==> config.mk <==
export PLATFORM = sky130hd
export DESIGN_NAME = host_port_slave
export DESIGN_NICKNAME = d
export VERILOG_FILES = /design/src/rtl/host_port_slave.sv
export SDC_FILE = /design/constraint.sdc
export NUM_CORES = 1
export LEC_CHECK = 0
export BUFFER_PORTS_ARGS = -buffer_cell sky130_fd_sc_hd__buf_2
export CORE_ASPECT_RATIO = 0.9
export CORE_MARGIN = 2
export CORE_UTILIZATION = 40
export CTS_BUF_LIST = sky130_fd_sc_hd__clkbuf_2 sky130_fd_sc_hd__clkbuf_4 sky130_fd_sc_hd__clkbuf_8
export DETAILED_ROUTE_END_ITERATION = 6
export GPL_TIMING_DRIVEN = 1
export HOLD_SLACK_MARGIN = 0.12
export PLACE_DENSITY = 0.59
export SLEW_MARGIN = 20
export SYNTH_ARGS = -nofsm -noshare
export SYNTH_HDL_FRONTEND = slang
export SYNTH_SLANG_ARGS = --single-unit
==> constraint.sdc <==
create_clock -name clk -period 3 [get_ports clk]
set_input_delay 0.6 -clock clk [delete_from_list [all_inputs] [get_ports clk]]
set_output_delay 0.6 -clock clk [all_outputs]
set_load 0.1 [all_outputs]
==> src/rtl/host_port_slave.sv <==
module host_port_slave #(
  parameter int HALF_W   = 16,
  parameter int MIN_LOW  = 4,
  parameter int MIN_HIGH = 4
) (
  input  logic              clk,
  input  logic              rst_n,
  input  logic              host_cs_n,
  input  logic              host_ds_a,
  input  logic              host_ds_b,
  input  logic              host_as_n,
  input  logic [1:0]        host_sel,
  input  logic              host_rd,
  input  logic              host_half,
  input  logic [HALF_W-1:0] host_wdata,
  output logic [HALF_W-1:0] host_rdata,
  output logic              host_busy,
  output logic              timing_err,
  output logic              mem_req,
  output logic              mem_we,
  output logic [2*HALF_W-1:0] mem_addr,
  output logic [2*HALF_W-1:0] mem_wdata,
  input  logic              mem_ack,
  input  logic [2*HALF_W-1:0] mem_rdata
);
  localparam int WORD_W  = 2 * HALF_W;
  localparam int CNT_MAX = (MIN_LOW > MIN_HIGH) ? MIN_LOW : MIN_HIGH;
  localparam int CW      = $clog2(CNT_MAX + 1);
  localparam logic [WORD_W-1:0] STEP = WORD_W'(WORD_W / 8);

  logic stb_n, stb_q, as_q, stb_fall, stb_rise, as_fall;
  logic as_held, as_rd, as_half, rd_q, half_q;
  logic [1:0] as_sel, sel_q;
  logic eff_rd, eff_half;
  logic [1:0] eff_sel;
  logic hi_first, pref_valid, fetch_want, op_active, op_inc, upper, pending;
  logic [WORD_W-1:0] addr_q, data_q, wr_word, addr_word;
  logic [CW-1:0] run_cnt;

  assign stb_n    = ~(host_ds_a ^ host_ds_b) | host_cs_n;
  assign stb_fall = stb_q & ~stb_n;
  assign stb_rise = ~stb_q & stb_n;
  assign as_fall  = as_q & ~host_as_n;

  assign eff_sel  = as_held ? as_sel  : host_sel;
  assign eff_rd   = as_held ? as_rd   : host_rd;
  assign eff_half = as_held ? as_half : host_half;

  assign upper     = half_q ^ hi_first;
  assign wr_word   = upper ? {host_wdata, data_q[HALF_W-1:0]} : {data_q[WORD_W-1:HALF_W], host_wdata};
  assign addr_word = upper ? {host_wdata, addr_q[HALF_W-1:0]} : {addr_q[WORD_W-1:HALF_W], host_wdata};

  assign pending   = op_active | fetch_want;
  assign host_busy = ~host_cs_n & pending;

  always_comb begin
    case (sel_q)
      2'b00:   host_rdata = {{(HALF_W-1){1'b0}}, hi_first};
      2'b01:   host_rdata = upper ? addr_q[WORD_W-1:HALF_W] : addr_q[HALF_W-1:0];
      default: host_rdata = upper ? data_q[WORD_W-1:HALF_W] : data_q[HALF_W-1:0];
    endcase
  end

  always_ff @(posedge clk or negedge rst_n) begin
    if (!rst_n) begin
      stb_q <= 1'b1;  as_q <= 1'b1;  run_cnt <= CW'(CNT_MAX);
      as_held <= 1'b0; as_sel <= '0; as_rd <= 1'b0; as_half <= 1'b0;
      sel_q <= '0; rd_q <= 1'b0; half_q <= 1'b0;
      hi_first <= 1'b0; pref_valid <= 1'b0; fetch_want <= 1'b0;
      op_active <= 1'b0; op_inc <= 1'b0; timing_err <= 1'b0;
      addr_q <= '0; data_q <= '0;
      mem_req <= 1'b0; mem_we <= 1'b0; mem_addr <= '0; mem_wdata <= '0;
    end else begin
      stb_q   <= stb_n;
      as_q    <= host_as_n;
      mem_req <= 1'b0;
      timing_err <= (stb_rise & ((run_cnt < CW'(MIN_LOW)) | pending)) |
                    (stb_fall & (run_cnt < CW'(MIN_HIGH)));
      if (stb_fall | stb_rise) run_cnt <= CW'(1);
      else if (run_cnt != CW'(CNT_MAX)) run_cnt <= run_cnt + CW'(1);

      if (op_active && mem_ack) begin
        op_active <= 1'b0;
        if (!mem_we) begin
          data_q <= mem_rdata;
          pref_valid <= 1'b1;
        end else if (op_inc) addr_q <= addr_q + STEP;
      end

      if (fetch_want && !op_active) begin
        fetch_want <= 1'b0;
        if (!pref_valid) begin
          op_active <= 1'b1; mem_req <= 1'b1; mem_we <= 1'b0;
          mem_addr <= addr_q; op_inc <= 1'b0;
        end
      end

      if (stb_fall) begin
        sel_q <= eff_sel; rd_q <= eff_rd; half_q <= eff_half;
        if (eff_sel[1] && eff_rd && !eff_half && !pref_valid) fetch_want <= 1'b1;
      end

      if (stb_rise) begin
        as_held <= 1'b0;
        if (!rd_q) begin
          pref_valid <= 1'b0;
          case (sel_q)
            2'b00:   hi_first <= host_wdata[0];
            2'b01:   addr_q   <= addr_word;
            default: begin
              data_q <= wr_word;
              if (half_q && !op_active) begin
                op_active <= 1'b1; mem_req <= 1'b1; mem_we <= 1'b1;
                mem_addr <= addr_q; mem_wdata <= wr_word; op_inc <= ~sel_q[0];
              end
            end
          endcase
        end else if (sel_q[1] && half_q) begin
          pref_valid <= 1'b0;
          if (!sel_q[0] && !op_active) begin
            addr_q <= addr_q + STEP;
            op_active <= 1'b1; mem_req <= 1'b1; mem_we <= 1'b0;
            mem_addr <= addr_q + STEP; op_inc <= 1'b0;
          end
        end
      end

      if (as_fall) begin
        as_held <= 1'b1; as_sel <= host_sel; as_rd <= host_rd; as_half <= host_half;
      end
    end
  end

  p_req_single_r10: assert property (@(posedge clk) disable iff (!rst_n)
    mem_req |=> !mem_req);

  p_req_holds_busy_r5: assert property (@(posedge clk) disable iff (!rst_n)
    (mem_req && !host_cs_n) |-> host_busy);

  p_ack_frees_r6: assert property (@(posedge clk) disable iff (!rst_n)
    (mem_ack && op_active && !fetch_want && !stb_fall && !host_cs_n) |=> !host_busy);

  p_regs_quiet_r8: assert property (@(posedge clk) disable iff (!rst_n)
    (stb_rise && !sel_q[1] && !pending) |=> !pending);

  p_addr_step_r7: assert property (@(posedge clk) disable iff (!rst_n)
    (mem_ack && op_active && mem_we && op_inc) |=> (addr_q == $past(addr_q) + STEP));
endmodule

After elaboration in Yosys (flattened, before gate mapping)
Index checks and enable logic that the tools add are counted.
- add/sub/neg operators: 2
- order comparisons: 1
- eq/ne operators: 4
- multiplexer cells: 74
- bitwise operators: 21
- reductions and logical operators: 18
- operators by type and width (cell ; number):
    $mux 32 ; 23
    $mux 1 ; 45
    $add 32x3->32 const B ; 1
    $mux 16 ; 2
    $pmux 16 s2 ; 1
    $logic_and 1x1->1 ; 8
    $ne 4x4->1 const B ; 2
    $not 1->1 ; 8
    $and 1x1->1 ; 6
    $mux 3 ; 2
    $or 1x1->1 ; 5
    $logic_not 1->1 ; 4
    $reduce_and 4->1 ; 1
    $reduce_bool 2->1 ; 2
    $add 3x1->3 const B ; 1
    $lt 3x3->1 const B ; 1
    $ne 3x3->1 const B ; 1
    $reduce_and 3->1 ; 1
    $eq 2x1->1 const B ; 1
    $logic_not 2->1 ; 1
    $mux 2 ; 1
    $reduce_or 2->1 ; 1
    $xor 1x1->1 ; 2
- flip-flop bits (word level): 150
- input port bits: 59
- output and inout bits: 84
- logic and storage cells: 143

Longest topological paths before layout
Gate-level depths: netlist of run 1.
- word-level depth: 8
- depth in mapped cells: 13

Worst setup path before layout of run 1
OpenSTA, ideal clock, no wires.
- kind: register -> output
- start: register half_q
- end: output host_rdata[6]
- arrival: 3.475 ns
- required time: 2.400 ns
- slack: -1.075 ns
- cell stages (with the launch flop): 7
- buffers on the path: 3
- cell sequence: dfrtp_1 > buf_2 > xor2_2 > buf_2 > clkbuf_1 > a21oi_1 > o21ai_0
- word-level cells in the longest chain between the ends: 3
- RTL lines (element ; RTL line ; RTL):
    from (decl) ; 32 ; logic as_held, as_rd, as_half, rd_q, half_q;
    from (signal assigned) ; 99 ; sel_q <= eff_sel; rd_q <= eff_rd; half_q <= eff_half;
    $xor 1x1->1 * ; 49 ; assign upper = half_q ^ hi_first;
    $mux 16, on equally long branches ; 60, 59 ;
    $pmux 16 s2 * ; 57 ; case (sel_q)
    to (decl) ; 16 ; output logic [HALF_W-1:0] host_rdata,
Every way passes the cells marked *; elsewhere a longest branch is shown, timed or not.

Final worst setup path of run 1
- start: register hi_first
- end: output host_rdata[15]
- word-level cells in the longest chain between the ends: 3
- RTL lines (element ; RTL line ; RTL):
    from (decl) ; 36 ; logic hi_first, pref_valid, fetch_want, op_active, op_inc, upper, pending;
    from (signal assigned) ; 108 ; 2'b00: hi_first <= host_wdata[0];
    $xor 1x1->1 * ; 49 ;
    $mux 16, on equally long branches ; 60, 59 ;
    $pmux 16 s2 * ; 57 ;
Marks and branches as above.

==> results of run 1 <==
[area by class of cell]
| type | instances | area, sq um | share of cell area [%] |
|---|---|---|---|
| sequential | 150 | 3760 | 34.5 |
| clock buffer | 18 | 248 | 2.27 |
| inverter | 15 | 56.3 | 0.517 |
| timing repair buffer | 194 | 1420 | 13.1 |
| clock inverter | 14 | 164 | 1.50 |
| tap | 297 | 372 | 3.41 |
| multi-input combinational | 852 | 4880 | 44.8 |
[cell usage after synthesis (all sizes together), types with 9 or more instances]
cell type,n
o211ai,11
nand2,214
nand3,25
inv,15
xnor2,10
dfrtp,147
a221o,10
o22ai,39
nor2,160
nor3,19
a31oi,42
clkbuf,41
mux2i,26
o311ai,9
mux2,10
buf,54
a21oi,66
nand4,10
nor4,11
and3,9
o21ai,82
[critical path, cell delays in order (launching register included)]
cell,delay [ns]
dfrtp_1,0.62
xor2_4,0.19
buf_12,0.28
mux2i_1,0.38
o21ai_2,0.12
buf_12,0.18
[logic make-up (layout without fill, tap and decap cells)]
logic type	Yosys count	after routing	share of synthesized area, %
and+or+nand+nor	487	487	25.0
AOI/OAI and AO/OA	310	310	21.6
DFF	150	150	41.6
buffers and inverters	110	241	5.46
muxes	36	36	4.13
xor gates and xnor gates	14	14	1.52
adders and majority gates	5	5	0.693
[timing repair]
item / CTS / global route
gates resized for setup: 1 / 0
buffers inserted: 1 / 0
endpoints found under the setup margin: 11 / 0
[through the flow]
| step | hold slack, ns | instances | area (sq um) | setup TNS [ns] | utilization, % |
|---|---|---|---|---|---|
| 2_1_floorplan | 0.304 | 1112 | 9090 | -0.329 | - |
| 3_3_place_gp | 0.483 | 1507 | 10500 | 0 | 46.9 |
| 6_report | 0.120 | 1540 | 10900 | 0 | 48.8 |
| 4_1_cts | 0.162 | 1540 | 10900 | 0 | 48.8 |
| 5_1_grt | 0.190 | 1540 | 10900 | 0 | 48.8 |
| 3_5_place_dp | 0.492 | 1507 | 10500 | 0 | 46.9 |
[registers in the layout (all words and copies together), names as in the netlist]
name	cells
op_inc	1
mem_req	1
sel_q	2
rd_q	1
timing_err	1
as_held	1
addr_q	32
mem_we	1
as_rd	1
hi_first	1
mem_addr	32
fetch_want	1
pref_valid	1
op_active	1
mem_wdata	32
half_q	1
as_q	1
as_sel	2
run_cnt	3
data_q	32
as_half	1
stb_q	1
[layer usage]
layer  share of wire (%)  vias to the layer above  wire length [microns]  GRT usage (%)
met1                  44                     4419                  14200           39.3
met2                  46                      382                  14900           41.7
met3                 6.9                       56                   2230           4.01
met4                 2.7                        0                    872           8.45
li1                    -                     4210                      -              -
met5                   0                        -                      0              0
[worst min-delay path by stage]
stage	depth (start not counted)	endpoint	slack, ns	start
after CTS	1	op_active$_DFF_PN0_	0.16	rst_n
final	1	run_cnt[1]$_DFFE_PN0P_	0.12	rst_n
after detailed placement	2	mem_addr[23]$_DFF_PN0_	0.49	mem_addr[23]$_DFF_PN0_
after floorplan	0	addr_q[0]$_DFFE_PN0P_	0.30	rst_n
after global placement	2	op_inc$_DFF_PN0_	0.48	op_inc$_DFF_PN0_
after global routing	1	run_cnt[1]$_DFFE_PN0P_	0.19	rst_n
[layout by cell type, fill, tap and decap left out, types with 6 or more instances in the layout]
cell / instances
a211oi_1: 6
a21oi_1: 64
a221o_1: 10
a22oi_1: 6
a31oi_1: 41
and2_1: 8
and3_1: 9
buf_12: 22
buf_2: 125
buf_4: 46
clkbuf_8: 18
dfrtp_1: 146
inv_1: 15
mux2_2: 10
mux2i_1: 26
nand2_1: 213
nand2b_1: 7
nand3_1: 22
nand4_1: 6
nor2_1: 155
nor3_1: 17
nor4_1: 7
o211ai_1: 10
o21ai_0: 63
o21ai_1: 7
o21ai_2: 12
o22ai_1: 39
o311ai_0: 6
xnor2_1: 9
==> results by group, run 1 <==
STA
  – Maximum clock frequency: 346 MHz
  – Final Setup Violations: 0
  – Post-layout minimum cycle time: 2.89 ns
  – Worst relative slew slack: 39.9%
  – Worst setup skew after layout: 0.0167 ns
  – Final Hold Fails: 0
  – Max Transition Viols Final: 0
  – Share of the clock period used by the worst path after layout: 96.4%
  – Final setup margin: 0.107 ns
  – Transition time at the pin with the least slew margin: 0.899 ns
  – RSZ-0062 raised after global routing: false

Logic synthesis
  – Area share of the largest cell type after synthesis: 40.7%
  – Main area contributors after synthesis: dfrtp_1 (41%), nand2_1 (8.9%), nor2_1 (6.5%)
  – Main synth FF type: dfrtp_1
  – Mapped cell area: 0.00903 sq mm
  – Async set-reset flop share out of synthesis: 100%
  – Avg Inst Size Synth: 8.12 sq um
  – Yosys cell types: 81
  – Syn Nets: 1176
  – Share of the yosys chip area belonging to registers: 41.6%
  – Synth warn: 0
  – Number of flops mapped to enable cells by yosys: 0
  – Biggest area consumer among synthesized cells: dfrtp_1
  – Synthesized instance count: 1112
  – Synth Register Bits: 150

Job
  – Max Cap Violations: 0

Worst setup path
  – Data required time at the worst endpoint: 2.40 ns
  – Maximum net fanout on the critical path: 61
  – Logic depth of the worst register-to-register path: 7
  – Arrival time at the worst endpoint: 2.29 ns
  – Setup slack on the worst flop-to-flop path: 0.33 ns
  – Timing endpoint of the critical path: host_rdata[15]
  – Start point of the critical path: hi_first$_DFFE_PN0P_
  – Critical setup path kind: reg2out
  – Critical path startpoint category: flop
  – RR Endpoint: mem_addr[30]$_DFF_PN0_
  – Endpoint type of the worst setup path: output pin
  – R2R Path Start: addr_q[3]$_DFFE_PN0N_

Placed design
  – Final RePlAce weighted congestion: 0.943
  – Setup Slack @ Placement: 0.0894 ns
  – Count of buffers from port buffering: 142
  – DP HPWL: 22.9 mm

Finish
  – Filler Cell Count: 2233
  – Share of post-route cells with drive strength above 1: 22.9%
  – Number of nets at the end of the flow: 1294
  – Synth-to-layout area growth: 20.7%
  – Number of diodes added for antenna fixing: 0

Floorplanning
  – IO Count: 143
  – Core Area: 0.0223 sq mm
  – Row cnt: 52
  – Die X-Extent: 162 microns
  – Starting Density: 40.5%
  – Die Y: 147 microns
  – Floorplan die area: 0.0238 sq mm

Clock network
  – Number of buffers created by CTS: 17
  – H-tree level count: 4
  – Clock tree from TritonCTS: built
  – Worst-Skew Late Latency: 0.47 ns
  – Clock Path Buffers: 2
  – Hold buffer count at cts: 0
  – Clock transition at the registers of the reported paths: 0.10 ns
  – Clock root buffer master: clkbuf_8
  – Number of sinks on the clock net: 150

Global routing
  – Largest net degree at the start of global routing: 71
  – Vias in the first global route: 8495
  – Global-route wire length before repair: 50.0 mm
  – Leftover overflow at the end of global routing: 0
  – Initial antenna violation count: 0
  – Global-route total usage across every layer: 27.1%

Drt
  – Number of routed nets with antenna violations: 0
  – Routed vias/inst: 5.89
  – DRC violation count after routing: 0
  – Avg WL per Cell: 20.8 microns
  – Count of vias placed by the detailed router: 9067
  – DRC violation total after the first TritonRoute iteration: 846
  – Total wire length: 32.1 mm
  – Pre-antenna DRT Iters: 6

Min path
  – Hold Path Class: in2async

Outcome
  – Result of the run: complete, no violations
Power of run 1 is not shown: default switching activity piles up to over one toggle a cycle in this logic, so the estimate is an artifact.
==> run 2: changes to the inputs <==
- CORE_UTILIZATION: 40 -> 35
- PLACE_DENSITY: 0.59 -> 0.53
==> run 2 against run 1 <==
Via count grew 1.6%. Clock skew rose by 0.0010 ns. Worst setup slack gained 0.044 ns. Clock-buffer cell count decreased by 1. Final cell count grew 4.7%. Sequential share of layout area down 0.74 points. Hold slack better by 0.088 ns. Flip-flop and latch count unchanged. Routed wire length increased by 7.4%.
==> results by group, run 2 (synthesis gave the netlist of run 1 again) <==
Worst setup path
  – Maximum net fanout on the critical path: 18
  – R2R Path Start: addr_q[2]$_DFFE_PN0N_
  – Largest stage delay, worst path: 0.44 ns
  – Endpoint type of the worst setup path: output pin
  – Arrival time at the worst endpoint: 2.25 ns
  – Data required time at the worst endpoint: 2.40 ns
  – Cells along the critical path: buf_4 > xnor2_4 > buf_12 > buf_6 > mux2i_1 > o21ai_2 > buf_12
  – Setup slack on the worst flop-to-flop path: 0.41 ns
  – RR Endpoint: mem_addr[30]$_DFF_PN0_
  – Cell repeated most along the worst path: buf_12
  – Logic depth of the worst register-to-register path: 7
  – Critical setup path kind: reg2out
  – Cell type of the slowest stage on the worst timing path: dfrtp_1
  – Critical path startpoint category: flop

Drt
  – DRC violation count after routing: 0
  – Avg WL per Cell: 21.4 microns
  – Number of routed nets with antenna violations: 0
  – Total wire length: 34.5 mm
  – Routed vias/inst: 5.71
  – Count of vias placed by the detailed router: 9211
  – Pre-antenna DRT Iters: 5
  – DRC violation total after the first TritonRoute iteration: 954

Finish
  – Most frequent standard cell in the layout excluding fill and tap cells: nand2_1
  – Synth-to-layout area growth: 23.3%
  – Filler Cell Count: 2564
  – Filler-free cell count of the finished design: 1612
  – Area taken by multi-input logic gates: 0.00488 sq mm
  – Number of nets at the end of the flow: 1321
  – Share of post-route cells with drive strength above 1: 24.5%
  – Most frequent cells in the layout: nand2_1 (213), nor2_1 (155), dfrtp_1 (147), buf_2 (125), buf_4 (70)
  – Area taken by flip-flops and latches: 0.00376 sq mm
  – Final std cell area, no fill: 0.0111 sq mm
  – Number of diodes added for antenna fixing: 0

STA
  – Final Setup Violations: 0
  – Max Transition Viols Final: 0
  – Maximum clock frequency: 351 MHz
  – RSZ-0062 raised after global routing: false
  – Post-layout minimum cycle time: 2.85 ns
  – Final Hold Fails: 0
  – Total Neg Setup Slack: 0 ns
  – Worst setup skew after layout: 0.0178 ns
  – Worst relative slew slack: 45.3%
  – Transition time at the pin with the least slew margin: 0.819 ns
  – Share of the clock period used by the worst path after layout: 95.0%

Min path
  – Hold Path Class: in2reg
  – Hold path start: host_as_n
  – Hold-critical path endpoint: as_q$_DFF_PN1_
  – Cell depth of the worst min-delay path: 1

Floorplanning
  – Floorplan die area: 0.0271 sq mm
  – Die Y: 156 microns
  – Die X-Extent: 173 microns
  – Starting Density: 35.8%
  – IO Count: 143
  – Row cnt: 55
  – Core Area: 0.0253 sq mm

Placed design
  – DP HPWL: 24.7 mm
  – Instance count after placement with tap cells included: 1573
  – Area after detailed placement: 0.0107 sq mm
  – Count of buffers from port buffering: 142
  – Final RePlAce weighted congestion: 0.903

Global routing
  – Initial antenna violation count: 0
  – Leftover overflow at the end of global routing: 0
  – Largest net degree at the start of global routing: 72
  – Vias in the first global route: 8712
  – Global-route wire length before repair: 52.5 mm
  – Global-route total usage across every layer: 25.1%

Clock network
  – Clock transition at the registers of the reported paths: 0.10 ns
  – Clock root buffer master: clkbuf_8
  – Number of buffers created by CTS: 17
  – H-tree level count: 4
  – Worst-Skew Late Latency: 0.49 ns
  – Number of sinks on the clock net: 150
  – Clock tree from TritonCTS: built
  – Clock Path Buffers: 2

Job
  – Max Cap Violations: 0

Outcome
  – Result of the run: complete, no violations
run 2: through the flow:
step	util [%]	hold WS (ns)	setup slack, ns
finish	44.1	0.208	0.151
global route	44.1	0.193	0.0548
CTS	43.8	0.185	0.0163
detailed placement	42.2	0.491	0.203
global placement	42.2	0.483	0.250
floorplan	-	0.304	-0.116
run 2: repair_timing:
item                                    4_1_cts  5_1_grt
endpoints found under the setup margin        5        5
hold buffers                                  1        0
endpoints found under the hold margin        29        0
resized for setup                             0        2
pin swaps                                     1        1
cloned                                        0        2
setup buffers                                 2        2
run 2: how the worst max path moves through the flow:
stage	from	endpoint	cells past startpoint
after floorplan	half_q$_DFFE_PN0P_	host_rdata[3]	5
after global placement	host_ds_b	addr_q[12]$_DFFE_PN0N_	12
after detailed placement	host_ds_b	addr_q[12]$_DFFE_PN0N_	12
after CTS	half_q$_DFFE_PN0P_	host_rdata[5]	6
after global routing	hi_first$_DFFE_PN0P_	host_rdata[3]	8
final	half_q$_DFFE_PN0P_	host_rdata[2]	7
run 2: worst max-delay path: cells and delay by family, from the launching register on:
family,cells,cell delay (ns)
XOR/XNOR,1,0.20
buffers and inverters,4,0.78
flip-flops,1,0.44
multiplexers,1,0.12
AO/OA/AOI/OAI,1,0.23
run 2: routing by layer:
layer	GRT usage (%)	part of all wire, %	up-vias
li1	-	-	4254
met1	35.1	45	4530
met2	40.0	46	367
met3	3.86	6.0	60
met4	8.15	2.5	0
met5	0	0	-
run 2: area by class of cell:
class	instances	share of cell area, %
clock inverter	15	1.21
timing repair buffer	221	14.7
clock buffer	17	2.10
inverter	15	0.506
sequential	150	33.8
tap	342	3.84
multi-input combinational	852	43.8
Power of run 2 is left out for the same reason.
